`src/rtl/modem_ctl_pkg.sv`:
```
package modem_ctl_pkg;
  localparam int REG_W = 8;

  localparam int CTL_DTR  = 0;
  localparam int CTL_RTS  = 1;
  localparam int CTL_OUT1 = 2;
  localparam int CTL_OUT2 = 3;
  localparam int CTL_LOOP = 4;
  localparam logic [REG_W-1:0] CTL_MASK = 8'h1F;
  localparam int IEN_MODEM = 3;

  typedef enum logic [1:0] {
    SEL_CTRL = 2'd0,
    SEL_STAT = 2'd1,
    SEL_IEN  = 2'd2,
    SEL_NONE = 2'd3
  } regSel_e;

  typedef struct packed {
    logic    wrCtrl;
    logic    wrIen;
    logic    rdStat;
    regSel_e sel;
  } busStrobe_t;
endpackage

```
`src/rtl/modem_ctl_sync.sv`:
```
module modem_ctl_sync #(
  parameter int WIDTH  = 4,
  parameter int STAGES = 2
) (
  input  logic             clk,
  input  logic             rstN,
  input  logic [WIDTH-1:0] asyncIn,
  output logic [WIDTH-1:0] syncOut
);
  logic [WIDTH-1:0] stageQ [STAGES];

  for (genvar s = 0; s < STAGES; s++) begin : g_stage
    always_ff @(posedge clk or negedge rstN) begin
      if (!rstN)       stageQ[s] <= '0;
      else if (s == 0) stageQ[s] <= asyncIn;
      else             stageQ[s] <= stageQ[(s == 0) ? 0 : s-1];
    end
  end

  assign syncOut = stageQ[STAGES-1];
endmodule

```
`src/rtl/modem_ctl_ctrl.sv`:
```
module modem_ctl_ctrl
  import modem_ctl_pkg::*;
#(
  parameter int ADDR_W = 2
) (
  input  logic              wrEn,
  input  logic              rdEn,
  input  logic [ADDR_W-1:0] addr,
  output busStrobe_t        strb
);
  localparam logic [ADDR_W-1:0] A_CTRL = ADDR_W'(0);
  localparam logic [ADDR_W-1:0] A_STAT = ADDR_W'(1);
  localparam logic [ADDR_W-1:0] A_IEN  = ADDR_W'(2);

  always_comb begin
    if      (addr == A_CTRL) strb.sel = SEL_CTRL;
    else if (addr == A_STAT) strb.sel = SEL_STAT;
    else if (addr == A_IEN)  strb.sel = SEL_IEN;
    else                     strb.sel = SEL_NONE;
    strb.wrCtrl = wrEn && (strb.sel == SEL_CTRL);
    strb.wrIen  = wrEn && (strb.sel == SEL_IEN);
    strb.rdStat = rdEn && (strb.sel == SEL_STAT);
  end
endmodule

```
`src/rtl/modem_ctl_dp.sv`:
```
module modem_ctl_dp
  import modem_ctl_pkg::*;
(
  input  logic             clk,
  input  logic             rstN,
  input  busStrobe_t       strb,
  input  logic [REG_W-1:0] wrData,
  input  logic [3:0]       extLevel,
  input  logic             peerIrq,
  output logic [REG_W-1:0] rdData,
  output logic             dtrOut,
  output logic             rtsOut,
  output logic             out1Out,
  output logic             out2Out,
  output logic             irqModem,
  output logic             irqOut
);
  localparam int LINES = 4;
  localparam int RI_IDX = 2;

  logic [REG_W-1:0] ctrlQ;
  logic             ienQ;
  logic [LINES-1:0] prevQ, deltaQ, levelNow, changeNow;
  logic             loopOn;

  assign loopOn = ctrlQ[CTL_LOOP];

  // internal routing in loop: CTS<-RTS, DSR<-DTR, RI<-OUT1, DCD<-OUT2
  assign levelNow = loopOn ? {ctrlQ[CTL_OUT2], ctrlQ[CTL_OUT1], ctrlQ[CTL_DTR], ctrlQ[CTL_RTS]}
                           : extLevel;

  for (genvar i = 0; i < LINES; i++) begin : g_edge
    if (i == RI_IDX) begin : g_trail
      assign changeNow[i] = prevQ[i] & ~levelNow[i];
    end else begin : g_both
      assign changeNow[i] = prevQ[i] ^ levelNow[i];
    end
  end

  always_ff @(posedge clk or negedge rstN) begin
    if (!rstN) begin
      ctrlQ  <= '0;
      ienQ   <= 1'b0;
      prevQ  <= '0;
      deltaQ <= '0;
    end else begin
      prevQ  <= levelNow;
      deltaQ <= (strb.rdStat ? '0 : deltaQ) | changeNow;
      if (strb.wrCtrl) ctrlQ <= wrData & CTL_MASK;
      if (strb.wrIen)  ienQ  <= |(wrData & (REG_W'(1) << IEN_MODEM));
    end
  end

  always_comb begin
    unique case (strb.sel)
      SEL_CTRL: rdData = ctrlQ;
      SEL_STAT: rdData = {levelNow, deltaQ};
      SEL_IEN:  rdData = REG_W'(ienQ) << IEN_MODEM;
      default:  rdData = '0;
    endcase
  end

  assign {out2Out, out1Out, rtsOut, dtrOut} = loopOn ? 4'b0000 : ctrlQ[3:0];
  assign irqModem = ienQ & (|deltaQ);
  assign irqOut   = ctrlQ[CTL_OUT2] & (irqModem | peerIrq);

  a_r4_delta_sticky: assert property (@(posedge clk) disable iff (!rstN)
    !strb.rdStat |=> ((deltaQ & $past(deltaQ)) == $past(deltaQ)))
    else $error("a_r4_delta_sticky");

  a_r6_clear_on_read: assert property (@(posedge clk) disable iff (!rstN)
    (strb.rdStat && (changeNow == '0)) |=> (deltaQ == '0))
    else $error("a_r6_clear_on_read");

  a_r5_ri_trailing: assert property (@(posedge clk) disable iff (!rstN)
    $rose(deltaQ[RI_IDX]) |-> ($past(prevQ[RI_IDX]) && !$past(levelNow[RI_IDX])))
    else $error("a_r5_ri_trailing");

  a_r8_irq_holds: assert property (@(posedge clk) disable iff (!rstN)
    (irqModem && !strb.rdStat && !strb.wrIen) |=> irqModem)
    else $error("a_r8_irq_holds");

  a_r7_loop_follow: assert property (@(posedge clk) disable iff (!rstN)
    (strb.wrCtrl && wrData[CTL_LOOP]) |=>
      (levelNow == {$past(wrData[CTL_OUT2]), $past(wrData[CTL_OUT1]),
                    $past(wrData[CTL_DTR]), $past(wrData[CTL_RTS])}))
    else $error("a_r7_loop_follow");
endmodule

```
`src/rtl/modem_ctl_unit.sv`:
```
module modem_ctl_unit
  import modem_ctl_pkg::*;
#(
  parameter int ADDR_W      = 2,
  parameter int SYNC_STAGES = 2
) (
  input  logic              clk,
  input  logic              rstN,
  input  logic              wrEn,
  input  logic              rdEn,
  input  logic [ADDR_W-1:0] addr,
  input  logic [7:0]        wrData,
  output logic [7:0]        rdData,
  input  logic              ctsIn,
  input  logic              dsrIn,
  input  logic              riIn,
  input  logic              dcdIn,
  input  logic              peerIrq,
  output logic              dtrOut,
  output logic              rtsOut,
  output logic              out1Out,
  output logic              out2Out,
  output logic              irqModem,
  output logic              irqOut
);
  busStrobe_t strb;
  logic [3:0] extLevel;

  modem_ctl_ctrl #(.ADDR_W(ADDR_W)) ctrl_i (
    .wrEn(wrEn), .rdEn(rdEn), .addr(addr), .strb(strb)
  );

  modem_ctl_sync #(.WIDTH(4), .STAGES(SYNC_STAGES)) sync_i (
    .clk(clk), .rstN(rstN),
    .asyncIn({dcdIn, riIn, dsrIn, ctsIn}),
    .syncOut(extLevel)
  );

  modem_ctl_dp dp_i (
    .clk(clk), .rstN(rstN), .strb(strb), .wrData(wrData),
    .extLevel(extLevel), .peerIrq(peerIrq), .rdData(rdData),
    .dtrOut(dtrOut), .rtsOut(rtsOut), .out1Out(out1Out), .out2Out(out2Out),
    .irqModem(irqModem), .irqOut(irqOut)
  );

  a_r9_irq_source: assert property (@(posedge clk) disable iff (!rstN)
    irqOut |-> (irqModem || peerIrq))
    else $error("a_r9_irq_source");
endmodule

```
`config.mk`:
```
export PLATFORM = sky130hd
export DESIGN_NAME = modem_ctl_unit
export DESIGN_NICKNAME = d
export VERILOG_FILES = /design/src/rtl/modem_ctl_pkg.sv /design/src/rtl/modem_ctl_sync.sv /design/src/rtl/modem_ctl_ctrl.sv /design/src/rtl/modem_ctl_dp.sv /design/src/rtl/modem_ctl_unit.sv
export SDC_FILE = /design/constraint.sdc
export NUM_CORES = 1
export LEC_CHECK = 0
export ABC_CLOCK_PERIOD_IN_PS = 1400
export CAP_MARGIN = 0
export CORE_MARGIN = 5
export CORE_UTILIZATION = 55
export CTS_CLUSTER_DIAMETER = 100
export DETAILED_ROUTE_END_ITERATION = 6
export DONT_BUFFER_PORTS = 1
export PLACE_DENSITY_LB_ADDON = 0.3
export SLEW_MARGIN = 20
export SYNTH_ARGS = -nofsm -noshare
export SYNTH_HDL_FRONTEND = slang
export SYNTH_SLANG_ARGS = --single-unit
```
`constraint.sdc`:
```
create_clock -name clk -period 1.4 [get_ports clk]
set_clock_uncertainty 0.15 [all_clocks]
set_input_delay 0.21 -clock clk [delete_from_list [all_inputs] [get_ports clk]]
set_output_delay 0.21 -clock clk [all_outputs]
set_load 0.02 [all_outputs]
```
# Word level (Yosys, flattened, before mapping)
# Index checks and enable logic that the tools add are counted.
# W data, S select, Z words.
# classes
n_addsub	0
mul	0
div	0
order_cmp	0
n_eq_ne	4
shift	0
mux	7
n_bitwise	9
n_reduce_logical	6
# ops
cell	count
$pmux W8 S3	1
$mux W4	3
$eq A2 B1 Y1 const B	2
$eq A2 B2 Y1 const B	2
$logic_not A2 Y1	2
$mux W2	2
$or A4 B4 Y4	1
$reduce_or A4 Y1	1
$and A1 B1 Y1	3
$logic_and A1 B1 Y1	3
$xor A1 B1 Y1	3
$mux W1	1
$not A1 Y1	1
$or A1 B1 Y1	1
# totals
register_bits	22
latch_bits	0
ramBits	0
mem_bits_ro	0
input_bits	19
n_memories	0

# Longest topological paths before layout
# Gate-level depths: netlist of run 1.
# logic_depth
depth_word	8
depth_mapped	4
ltp_nobuf	3

# Cells and area by module
# Synthesis of run 1 repeated with hierarchy kept, for this count alone.
# unflattened
cells_unflattened	80
hier_area_um2	968.4
# by_module_without_submodules
module	n_inst	cells_each	area_per_inst_um2	seq_area_each_um2
modem_ctl_dp	1	63	705.7	350.3
modem_ctl_sync	1	12	230.2	200.2
modem_ctl_ctrl	1	5	32.5	0.0

# Worst setup path before layout of run 1
# Ideal clock, no wire load.
# synth_timing
kind	register to output
start	register dp_i.ctrlQ[4]
end	output rdData[4]
arrival_ps	1235
required_ps	1040
path_slack_ps	-195
path_stages_with_launch	4
path_cell_list	dfrtp_1 > buf_6 > mux2i_1 > a211oi_1
# synth_between
elab_chain_cells	2
# synth_lines
item	line	rtl
from (decl)	modem_ctl_dp.sv:21	logic [REG_W-1:0] ctrlQ;
from (signal assigned)	modem_ctl_dp.sv:49	if (strb.wrCtrl) ctrlQ <= wrData & CTL_MASK;
$mux W4	modem_ctl_dp.sv:29	assign levelNow = loopOn ? {ctrlQ[CTL_OUT2], ctrlQ[CTL_OUT1], ctrlQ[CTL_DTR], ctrlQ[CTL_RTS]}
$pmux W8 S3 (*)	modem_ctl_dp.sv:55	unique case (strb.sel)
to (decl)	modem_ctl_unit.sv:13	output logic [7:0] rdData,
# Every way passes the cells marked *; elsewhere a longest branch is shown, timed or not.

# Final worst setup path of run 1
# Ends and elaborated chain as after synthesis.

==> results of run 1 <==
synth_stat cells, drive strengths merged:
cell type	count	area (um2)
nand2b	1	6.26
xor2	3	26.3
a211oi	1	7.51
o21a	1	7.51
dfrtp	22	551
o41a	1	11.3
buf	3	30.0
mux2i	8	80.1
nand2	6	22.5
nor2b	4	25.0
mux2	6	67.6
o21ai	1	5.00
inv	4	15.0
nor3b	1	18.8
nor2	7	26.3
nand3b	3	22.5
a22o	1	8.76
through the flow:
step           hold slack (ns)  total power, mW  worst slack (ns)  instances  cell area [um2]
3_5_place_dp            -0.235             1.29           -0.0943        108             1090
4_1_cts                 0.0120             1.68            -0.376        128             1310
5_1_grt                 0.0191             1.98            -0.481        132             1440
3_3_place_gp            -0.235             1.26           -0.0238        108             1090
2_1_floorplan           -0.236             1.09            -0.125         73              937
6_report               -0.0531             1.89            -0.423        132             1440
routing by layer:
layer | track usage | wire (um) | part of all wire
met2 | 0.408 | 1450 | 0.49
met3 | 0.0320 | 222 | 0.075
met5 | 0 | 0 | 0
met4 | 0.0673 | 87 | 0.029
met1 | 0.257 | 1200 | 0.40
power by group:
group / total [mW] / switching (mW) / internal, mW
logic: 0.757 / 0.324 / 0.432
registers: 0.846 / 0.115 / 0.732
clock network: 0.287 / 0.187 / 0.101
area by class of cell:
cell class | count | area (um2) | area share
multi-input cells | 44 | 423 | 0.294
repair buffers | 43 | 404 | 0.281
flip-flops and latches | 22 | 554 | 0.385
inverters | 4 | 15.0 | 0.0104
well taps | 16 | 20.0 | 0.0139
clock buffers | 3 | 22.5 | 0.0157
placed cells by master (no fill, tap or decap):
| cell | count |
|---|---|
| dlymetal6s4s_1 | 1 |
| o21ai_1 | 1 |
| o41a_1 | 1 |
| nand2b_1 | 1 |
| mux2_2 | 6 |
| clkbuf_4 | 3 |
| nor2_4 | 1 |
| inv_1 | 3 |
| mux2i_2 | 3 |
| dlygate4sd3_1 | 11 |
| inv_2 | 1 |
| buf_4 | 18 |
| o21a_2 | 1 |
| nor2_1 | 5 |
| nor2b_4 | 3 |
| a211oi_2 | 1 |
| nand2_1 | 6 |
| nand3b_1 | 3 |
| buf_6 | 13 |
| nor2b_1 | 1 |
| dfrtp_1 | 19 |
| a22o_1 | 1 |
| mux2i_4 | 3 |
| nor2_2 | 1 |
| mux2i_1 | 2 |
| xor2_1 | 3 |
| dfrtp_2 | 3 |
| nor3b_4 | 1 |
worst max-delay path, stage by stage, from the launching register on:
cell,delay [ns]
dfrtp_2,0.53
mux2i_2,0.20
a211oi_2,0.24
buf_4,0.18
cells by family (layout without fill, tap and decap cells):
logic type / after synthesis / after routing / synth area share
compound gates: 5 / 5 / 0.0430
xor+xnor: 3 / 3 / 0.0282
buf+inv: 7 / 50 / 0.0484
flops: 22 / 22 / 0.591
mux: 14 / 14 / 0.159
simple gates: 22 / 22 / 0.130
registers in the layout, summed over array words and instances (netlist names):
signal and flops:
sync_i.syncOut 4, dp_i.ctrlQ 5, dp_i.ienQ 1, dp_i.deltaQ 4, dp_i.prevQ 4, sync_i.stageQ 4
path summary, 6_finish.rpt:
| path | start | endpoint | slack [ns] |
|---|---|---|---|
| worst max-delay path | dp_i.ctrlQ[4]$_DFFE_PN0P_ | rdData[4] | -0.42 |
| worst min-delay path | rstN | dp_i.prevQ[1]$_DFF_PN0_ | -0.05 |
| worst max register to register | dp_i.ctrlQ[4]$_DFFE_PN0P_ | dp_i.deltaQ[2]$_DFF_PN0_ | -0.07 |
| worst min register to register | sync_i.stageQ[6]$_DFF_PN0_ | sync_i.syncOut[2]$_DFF_PN0_ | 0.22 |
| max in group asynchronous | rstN | dp_i.ctrlQ[2]$_DFFE_PN0P_ | 0.52 |
| min in group clk | addr[0] | dp_i.ctrlQ[2]$_DFFE_PN0P_ | 0.03 |
repair_timing:
action	in CTS	in global routing
hold endpoints to repair	32	0
setup buffers	6	7
endpoints found under the setup margin	17	40
resized for setup	12	28
hold buffers	12	0
pin swaps	7	6
==> flow_metrics.env, run 1 <==
export IMPL_dr_total_vias=760
export IMPL_status="finished, violations left"
export IMPL_grt_first_pass_wirelength_um=4060
export IMPL_peakVddDrop_v=0.00110
export IMPL_holdWs_ns=-0.0531
export IMPL_max_freq_mhz=549
export IMPL_core_area_um2=1560
export IMPL_area_growth_pct=54.6
export IMPL_drc_errors=0
export IMPL_worst_pin_slew_ns=0.938
export IMPL_drive_gt1_frac=0.500
export IMPL_max_cap_violations=0
export IMPL_period_share=1.30
export IMPL_cp_arrival_ns=1.46
export IMPL_yosys_cell_types_count=18
export IMPL_period_needed_ns=1.82
export IMPL_wl_per_cell_um=22.4
export IMPL_syn_area_um2=931
export IMPL_ys_seq_elements=22
export IMPL_reg2reg_depth=4
export IMPL_finalHoldViolCount=22
export IMPL_antenna_found_initial=0
export IMPL_worstPathMaxFanout=7
export IMPL_clk_latency_ns=0.31
export IMPL_slew_viol_final=0
export IMPL_synth_seq_area_share=0.591
export IMPL_drtIter0Drc=15
export IMPL_num_antenna_cells=0
export IMPL_die_h_um=51.1
export IMPL_start_kind="register"
export IMPL_rsz0062_at_grt="true"
export IMPL_critical_path_required_ns=1.04
export IMPL_cts_tree="yes"
export IMPL_slew_limit_headroom=0.375
export IMPL_grt_pass1_vias=805
export IMPL_root_buffer="clkbuf_4"
export IMPL_viasPerCell=5.76
export IMPL_worstSetupPathType="reg2out"
export IMPL_routed_wirelength_um=2960
export IMPL_fin_setup_tns_ns=-4.11
export IMPL_grt_start_max_net_pins=23
export IMPL_clock_sinks=22
export IMPL_cts_inserted_buffers=3
export IMPL_grt_overflow=0
export IMPL_powerDensity_nw_per_um2=1310
export IMPL_p_leak_nw=0.669
export IMPL_fillers=50
export IMPL_ioPinCount=33
export IMPL_setup_viol=18
export IMPL_place_congestion=0.723
export IMPL_violations="hold timing, setup timing"
export IMPL_rows=14
export IMPL_synthCells=73
export IMPL_cp_end_kind="output port"
export IMPL_worst_slack_ns=-0.423
export IMPL_htree_levels=1
export IMPL_yosys_warnings=0
export IMPL_postRouteAntennaNets=0
export IMPL_syn_nets=92
export IMPL_start_util=0.597
export IMPL_fin_nets=137
export IMPL_cts_buffer_depth=2
export IMPL_hold_path_class="in2async"
export IMPL_dp_hpwl_um=1400
export IMPL_synth_area_per_cell_um2=12.8
export IMPL_io_buffers=0
export IMPL_dieArea_um2=2620
export IMPL_fin_util=0.923
export IMPL_die_x_um=51.1
export IMPL_dr_pass1_iters=4
export IMPL_grt_total_usage=0.218
export IMPL_clk_pin_slew_ns=0.12
(Power assumes the default switching activity.)
==> run 2, diff against run 1 <==
RECOVER_POWER = 100   (was default)
==> flow_metrics.env, run 2 (synthesis results as in run 1) <==
export IMPL_path_cells="o41a_1 > o21a_2"
export IMPL_cts_inserted_buffers=3
export IMPL_clk_latency_ns=0.32
export IMPL_start_kind="register"
export IMPL_slew_limit_headroom=0.255
export IMPL_powerDensity_nw_per_um2=1330
export IMPL_cts_tree="yes"
export IMPL_critical_path_required_ns=1.04
export IMPL_holdWs_ns=-0.0798
export IMPL_fin_total_pwr_mw=1.87
export IMPL_grt_pass1_vias=805
export IMPL_fin_nets=137
export IMPL_max_cap_violations=0
export IMPL_clk_pin_slew_ns=0.12
export IMPL_grt_overflow=0
export IMPL_place_ws_ns=-0.0943
export IMPL_root_buffer="clkbuf_4"
export IMPL_cpPeakStageDelay_ns=0.45
export IMPL_peakVddDrop_v=0.00110
export IMPL_routed_wirelength_um=2980
export IMPL_die_x_um=51.1
export IMPL_rows=14
export IMPL_post_route_cell_area_um2=1410
export IMPL_core_area_um2=1560
export IMPL_worstPathMaxFanout=2
export IMPL_p_leak_nw=0.660
export IMPL_antenna_found_initial=0
export IMPL_htree_levels=1
export IMPL_grt_start_max_net_pins=23
export IMPL_dp_hpwl_um=1400
export IMPL_die_h_um=51.1
export IMPL_place_congestion=0.723
export IMPL_postRouteAntennaNets=0
export IMPL_io_buffers=0
export IMPL_slew_viol_final=0
export IMPL_grt_total_usage=0.218
export IMPL_ioPinCount=33
export IMPL_period_needed_ns=1.81
export IMPL_dr_total_vias=755
export IMPL_max_freq_mhz=552
export IMPL_cts_buffer_depth=2
export IMPL_top_register="dp_i.ctrlQ"
export IMPL_drive_gt1_frac=0.474
export IMPL_dr_pass1_iters=4
export IMPL_rsz0062_at_grt="true"
export IMPL_worst_slack_ns=-0.413
export IMPL_viasPerCell=5.72
export IMPL_grt_first_pass_wirelength_um=4060
export IMPL_cp_arrival_ns=1.45
export IMPL_largest_reg_flops=5
export IMPL_hold_path_class="in2async"
export IMPL_period_share=1.30
export IMPL_reg2reg_slack_ns=-0.03
export IMPL_fin_setup_tns_ns=-3.82
export IMPL_area_growth_pct=51.7
export IMPL_clock_sinks=22
export IMPL_crit_slowest_cell="o41a_1"
export IMPL_drc_errors=0
export IMPL_wl_per_cell_um=22.5
export IMPL_worstSetupPathType="reg2out"
export IMPL_worst_pin_slew_ns=1.12
export IMPL_drtIter0Drc=24
export IMPL_setup_viol=18
export IMPL_num_antenna_cells=0
export IMPL_most_common_layout_cells="20 x dfrtp_1, 17 x buf_4, 13 x buf_6"
export IMPL_final_common_cell="dfrtp_1"
export IMPL_placed_cell_area_um2=1090
export IMPL_violations="hold timing, setup timing"
export IMPL_cp_end_kind="output port"
export IMPL_status="finished, violations left"
export IMPL_start_util=0.597
export IMPL_finalHoldViolCount=22
export IMPL_dieArea_um2=2620
run 2: cell types whose count changed in the layout (fill, tap and decap cells not counted):
cell	change
clkbuf_1	+1
dfrtp_1	+1
mux2i_4	-1
buf_4	-1
mux2i_1	+2
dfrtp_2	-1
mux2i_2	-1
clkbuf_4	+1
dlymetal6s4s_1	-1
run 2: timing repair:
item                                    CTS  global route
pin swaps                                 7             6
endpoints found under the setup margin   17            40
endpoints found under the hold margin    32             0
resized for setup                        12            28
buffers inserted                          6             7
hold buffers                             12             0
run 2: layout make-up:
class	count	area, um2
timing repair buffer	43	395
tap	16	20.0
inverter	4	15.0
sequential	22	553
clock buffer	3	22.5
fill	59	146
multi-input combinational	44	407
run 2: report_power, final:
part | total [mW] | switching (mW) | internal [mW]
combinational | 0.740 | 0.323 | 0.418
clock | 0.296 | 0.195 | 0.101
sequential | 0.837 | 0.106 | 0.731
total | 1.87 | 0.624 | 1.25
run 2: critical path: cells and delay by family, from the launching register on:
family / cells / cell delay [ns]
compound gates: 2 / 0.71
flops: 1 / 0.42
run 2: worst paths after layout:
path / endpoint / from / depth (start not counted)
hold reg to reg: sync_i.syncOut[2]$_DFF_PN0_ / sync_i.stageQ[6]$_DFF_PN0_ / 0
min in group clk: dp_i.ienQ$_DFFE_PN0P_ / addr[0] / 2
setup / recovery: irqOut / dp_i.deltaQ[1]$_DFF_PN0_ / 2
hold / removal: sync_i.stageQ[5]$_DFF_PN0_ / rstN / 1
max in group asynchronous: dp_i.ctrlQ[2]$_DFFE_PN0P_ / rstN / 1
setup reg to reg: dp_i.deltaQ[2]$_DFF_PN0_ / dp_i.ctrlQ[4]$_DFFE_PN0P_ / 4
run 2: routing by layer:
layer	wire length, um	part of all wire	track usage	vias up
met1	1240	0.42	0.257	386
met4	91	0.031	0.0673	0
met2	1460	0.49	0.408	30
met5	0	0	0	-
met3	187	0.063	0.0320	10
li1	-	-	-	329
run 2: metrics by stage:
stage	cells	util
CTS	128	0.840
global placement	108	0.701
floorplan	73	-
global route	132	0.906
detailed placement	108	0.701
finish	132	0.906
